## src/rtl/twt_pkg.sv

```systemverilog
package twt_pkg;

  typedef enum logic [1:0] {
    TWT_DUAL_TOGGLE = 2'b00,
    TWT_DUAL_PWM    = 2'b01,
    TWT_WIDE_TOGGLE = 2'b10,
    TWT_WIDE_PWM    = 2'b11
  } twt_mode_e;

  function automatic logic twt_lo_pwm(input twt_mode_e m);
    return (m == TWT_DUAL_PWM) || (m == TWT_WIDE_PWM);
  endfunction

  function automatic logic twt_hi_pwm(input twt_mode_e m);
    return (m == TWT_DUAL_PWM);
  endfunction

  function automatic logic twt_chained(input twt_mode_e m);
    return (m == TWT_WIDE_TOGGLE) || (m == TWT_WIDE_PWM);
  endfunction

endpackage

```

## src/rtl/twt_chan.sv

```systemverilog
module twt_chan #(
  parameter int W = 8
) (
  input  logic         clk,
  input  logic         rst_n,
  input  logic         en,
  input  logic         run,
  input  logic         step,
  input  logic [W-1:0] per_in,
  input  logic [W-1:0] duty_in,
  output logic         hit,
  output logic [W-1:0] cnt,
  output logic [W-1:0] per_sh,
  output logic [W-1:0] duty_sh
);

  logic at_end;

  assign at_end = (cnt == per_sh);
  assign hit    = en & run & step & at_end;

  always_ff @(posedge clk or negedge rst_n) begin
    if (!rst_n) begin
      cnt     <= '0;
      per_sh  <= '0;
      duty_sh <= '0;
    end else if (!en || !run) begin
      cnt     <= '0;
      per_sh  <= per_in;
      duty_sh <= duty_in;
    end else if (step) begin
      if (at_end) begin
        cnt     <= '0;
        per_sh  <= per_in;
        duty_sh <= duty_in;
      end else begin
        cnt <= cnt + W'(1);
      end
    end
  end

endmodule

```

## src/rtl/twt_wave.sv

```systemverilog
module twt_wave #(
  parameter int W = 8
) (
  input  logic         clk,
  input  logic         rst_n,
  input  logic         en,
  input  logic         run,
  input  logic         pwm_mode,
  input  logic         hit,
  input  logic [W-1:0] cnt,
  input  logic [W-1:0] duty_sh,
  output logic         wave,
  output logic         flag
);

  logic tog_q;

  always_ff @(posedge clk or negedge rst_n) begin
    if (!rst_n) begin
      tog_q <= 1'b0;
      flag  <= 1'b0;
    end else begin
      flag <= en & hit;
      if (!en)
        tog_q <= 1'b0;
      else if (hit && !pwm_mode)
        tog_q <= ~tog_q;
    end
  end

  assign wave = pwm_mode ? (run & (cnt < duty_sh)) : tog_q;

endmodule

```

## src/rtl/twin_wave_timer.sv

```systemverilog
module twin_wave_timer
  import twt_pkg::*;
#(
  parameter int W = 8
) (
  input  logic         clk,
  input  logic         rst_n,
  input  logic         en,
  input  logic [1:0]   mode,
  input  logic [W-1:0] period_lo,
  input  logic [W-1:0] period_hi,
  input  logic [W-1:0] duty_lo,
  input  logic [W-1:0] duty_hi,
  output logic         wave_lo,
  output logic         wave_hi,
  output logic         match_lo,
  output logic         match_hi
);

  localparam int NCH = 2;

  twt_mode_e      mode_e;
  logic           run_q;
  logic [W-1:0]   per_in  [NCH];
  logic [W-1:0]   duty_in [NCH];
  logic [W-1:0]   cnt     [NCH];
  logic [W-1:0]   per_sh  [NCH];
  logic [W-1:0]   duty_sh [NCH];
  logic [NCH-1:0] step;
  logic [NCH-1:0] hit;
  logic [NCH-1:0] pwm_sel;
  logic [NCH-1:0] wave;
  logic [NCH-1:0] flag;

  assign mode_e     = twt_mode_e'(mode);
  assign per_in[0]  = period_lo;
  assign per_in[1]  = period_hi;
  assign duty_in[0] = duty_lo;
  assign duty_in[1] = duty_hi;
  assign pwm_sel    = {twt_hi_pwm(mode_e), twt_lo_pwm(mode_e)};
  assign step       = {(twt_chained(mode_e) ? hit[0] : 1'b1), 1'b1};

  always_ff @(posedge clk or negedge rst_n) begin
    if (!rst_n) run_q <= 1'b0;
    else        run_q <= en;
  end

  for (genvar i = 0; i < NCH; i++) begin : g_ch
    twt_chan #(.W(W)) u_chan (
      .clk     (clk),
      .rst_n   (rst_n),
      .en      (en),
      .run     (run_q),
      .step    (step[i]),
      .per_in  (per_in[i]),
      .duty_in (duty_in[i]),
      .hit     (hit[i]),
      .cnt     (cnt[i]),
      .per_sh  (per_sh[i]),
      .duty_sh (duty_sh[i])
    );

    twt_wave #(.W(W)) u_wave (
      .clk      (clk),
      .rst_n    (rst_n),
      .en       (en),
      .run      (run_q),
      .pwm_mode (pwm_sel[i]),
      .hit      (hit[i]),
      .cnt      (cnt[i]),
      .duty_sh  (duty_sh[i]),
      .wave     (wave[i]),
      .flag     (flag[i])
    );
  end

  assign wave_lo  = wave[0];
  assign wave_hi  = wave[1];
  assign match_lo = flag[0];
  assign match_hi = flag[1];

endmodule

```

## config.mk

```make
export PLATFORM = sky130hd
export DESIGN_NAME = twin_wave_timer
export DESIGN_NICKNAME = d
export VERILOG_FILES = /design/src/rtl/twt_pkg.sv /design/src/rtl/twt_chan.sv /design/src/rtl/twt_wave.sv /design/src/rtl/twin_wave_timer.sv
export SDC_FILE = /design/constraint.sdc
export NUM_CORES = 1
export LEC_CHECK = 0
export BUFFER_PORTS_ARGS = -buffer_cell sky130_fd_sc_hd__buf_4
export CORE_UTILIZATION = 51
export DETAILED_ROUTE_END_ITERATION = 7
export HOLD_SLACK_MARGIN = 0.06
export PLACE_DENSITY = 0.84
export SKIP_CTS_REPAIR_TIMING = 1
export SYNTH_ARGS = -nofsm -noshare
export SYNTH_HDL_FRONTEND = slang
export SYNTH_SLANG_ARGS = --single-unit
```

## constraint.sdc

```tcl
create_clock -name clk -period 2 [get_ports clk]
set_input_delay 0.2 -clock clk [delete_from_list [all_inputs] [get_ports clk]]
set_output_delay 0.2 -clock clk [all_outputs]
set_load 0.01 [all_outputs]
```

==> metrics.yaml <==
dieArea_mm2: 0.00594
die_h_um: 77.1
route.detailed.wl_per_inst_um: 16.7
outcome: "complete, but fails checks"
cts.root.buffer_cell: "clkbuf_8"
worst_path_max_delay_cell: "dfrtp_1"
n_antenna_cell: 0
grt-ovfl-total: 0
worst_pin_slew_ns: 0.668
hold_path_startpoint: "duty_lo[5]"
vdd_drop_max_mv: 0.300
path_cells: "ha_1, a211o_1, a211oi_2, a221o_1, buf_6"
whs_ns: 0.113
io_buffer_count: 40
finClkSkew_ns: 0.0115
relSlewSlack_pct: 55.5
cts_tree: "done"
r2r-end: "g_ch[1].u_wave.tog_q"
instances_no_fill: 378
routabilityCongestion: 0.811
worst_slack_ns: -0.203
rsz0062_at_grt: "yes"
wl_met1_mm: 2.76
firstDrtPassIters: 4
worstHoldEndpoint: "g_ch[0].u_chan.duty_sh[5]"
die_w_um: 77.1
avgSynthCellArea_um2: 12.3
ys_seq_area_share_pct: 46.1
criticalPathCategory: "reg2out"
synth_nets: 286
synth_area_leaders: "dfrtp_1, mux2_2, ha_1, xor2_1, mux2_4"
vias: 2024
cts_sinks: 53
yosys.area.top_type_share_pct: 46.1
synthArstFlopShare_pct: 100
grt_first_pass_wirelength_mm: 9.30
rr_worst_depth: 7
drive_above_1_share_pct: 46.4
grt_max_degree: 54
r2r-start: "g_ch[0].u_chan.cnt[2]"
cts_buffers: 5
drcViolationCount: 0
drtIter0Drc: 139
arrival_ns: 2.00
via_per_inst: 5.35
critPathCaptureType: "output port"
route.met2.wl_mm: 3.11
period_share_pct: 110
required_ns: 1.80
cts.clk_slew.worst_paths_ns: 0.10
insertion_delay_ns: 0.31
syn2layout_area_growth_pct: 29.4
rrSetupSlack_ns: 0.04
yosysUniqueCellTypes: 41
setup_violations: 2
nNetsFinal: 360
core_mm2: 0.00527
hold_violations: 0
ios: 41
p_leak_uw: 0.00186
grt_pass1_vias: 1983
cap_viol_max_count: 0
min_period_ns: 2.20
antenna_found_initial: 0
drv_slew: 0
ys_ff_latch: 53
violations: "negative setup slack"
grt_use_total_pct: 20.2
start_kind: "flip-flop"
routed_wl_mm: 6.32
cts_buffer_depth: 2
drt.antenna.violating_nets: 0
hold_depth: 2
dr_wl_met3_um: 297
initial_core_util_pct: 54.5
rows: 26
synth_cells: 233
ys.flop_type: "dfrtp_1"
highest_layer: "met4"
synth_area_mm2: 0.00287
power.density_mw_per_mm2: 637
synth_edf_count: 0
htreeDepth: 2
fmax_mhz: 454
hold_path.class: "in2reg"
synth_area_leader_cell: "dfrtp_1"
dp_hpwl_mm: 3.94
dp_cells: 356
cpPeakStageDelay_ns: 0.43
synth_warnings: 0
path_max_fanout: 2
## cell usage in the layout, fill, tap and decap left out, types with 5 or more instances in the layout
cell type,count
buf_4,63
dfrtp_1,51
mux2_2,22
xor2_1,18
nor2_1,17
inv_1,16
ha_1,13
mux2_4,11
nand3_1,10
nand2_1,8
a21o_2,6
a22o_1,6
clkbuf_8,5
## cell usage after synthesis, types with 2 or more instances
cell type,n
dfrtp_1,53
mux2_2,23
xor2_1,19
inv_1,17
nor2_1,17
ha_1,16
mux2_4,10
nand3_1,10
nand2_1,9
a21o_2,6
a22o_1,6
a21oi_1,4
a21o_1,3
buf_6,3
nand2b_1,3
nor4_4,3
a21oi_4,2
and3_1,2
nor2b_1,2
or2_2,2
xnor2_1,2
xor2_2,2
## critical path: cells and delay by family, from the launching register on
| family | cells | cell delay, ns |
|---|---|---|
| buffers and inverters | 1 | 0.11 |
| AOI/OAI and AO/OA | 3 | 0.80 |
| adders and majority gates | 1 | 0.34 |
| DFF | 1 | 0.43 |
## stage by stage
stage | utilization, % | total power (uW) | TNS, ns | instance area, um2 | setup WS, ns
final | 70.6 | 2370 | -0.248 | 3720 | -0.203
after global routing | 70.6 | 2470 | -0.429 | 3720 | -0.279
after CTS | 66.0 | 2330 | -1.18 | 3480 | -0.351
after detailed placement | 63.8 | 1580 | -0.142 | 3360 | -0.0157
after global placement | 63.8 | 1560 | 0 | 3360 | 0.0950
after floorplan | - | 1430 | 0 | 2870 | 0.108
## cells by family after synthesis
logic type	after synthesis	synth area share, %
adder cells (fa/ha/maj)	16	6.97
AO/OA/AOI/OAI	32	9.40
buffers and inverters	21	4.09
AND/OR/NAND/NOR	55	11.6
multiplexers	33	14.2
flip-flops	53	46.1
XOR/XNOR	23	7.53
## flip-flops by register name, indices dropped and copies added (netlist names)
name,count
g_ch.u_chan.cnt,16
g_ch.u_chan.duty_sh,16
g_ch.u_chan.per_sh,16
g_ch.u_wave.flag,2
g_ch.u_wave.tog_q,2
run_q,1
## layer usage
| metal | vias up | global-route usage (%) |
|---|---|---|
| met4 | 0 | 7.55 |
| met2 | 73 | 31.8 |
| met3 | 16 | 3.81 |
| met5 | - | 0 |
| li1 | 961 | - |
| met1 | 974 | 27.7 |
## cell type report
type	count	area, um2
multi-input cells	159	1530
flip-flops and latches	53	1330
clock inverters	3	47.5
well taps	70	87.6
inverters	17	63.8
repair buffers	71	592
clock buffers	5	68.8
fillers	359	1550
## report_power, final
part,internal [uW],switching [uW]
clock,382,373
sequential,1140,51.9
combinational,237,187
total,1760,611
## how the worst max path moves through the flow
stage                                    startpoint                        end
after detailed placement   g_ch[0].u_chan.per_sh[0]   g_ch[0].u_chan.per_sh[4]
after CTS                 g_ch[1].u_chan.duty_sh[7]                    wave_hi
after global routing          g_ch[0].u_chan.cnt[7]                    wave_lo
final                         g_ch[0].u_chan.cnt[7]                    wave_lo
after floorplan               g_ch[0].u_chan.cnt[5]  g_ch[1].u_chan.duty_sh[4]
after global placement     g_ch[0].u_chan.per_sh[0]   g_ch[0].u_chan.per_sh[5]
(Power assumes the default switching activity.)
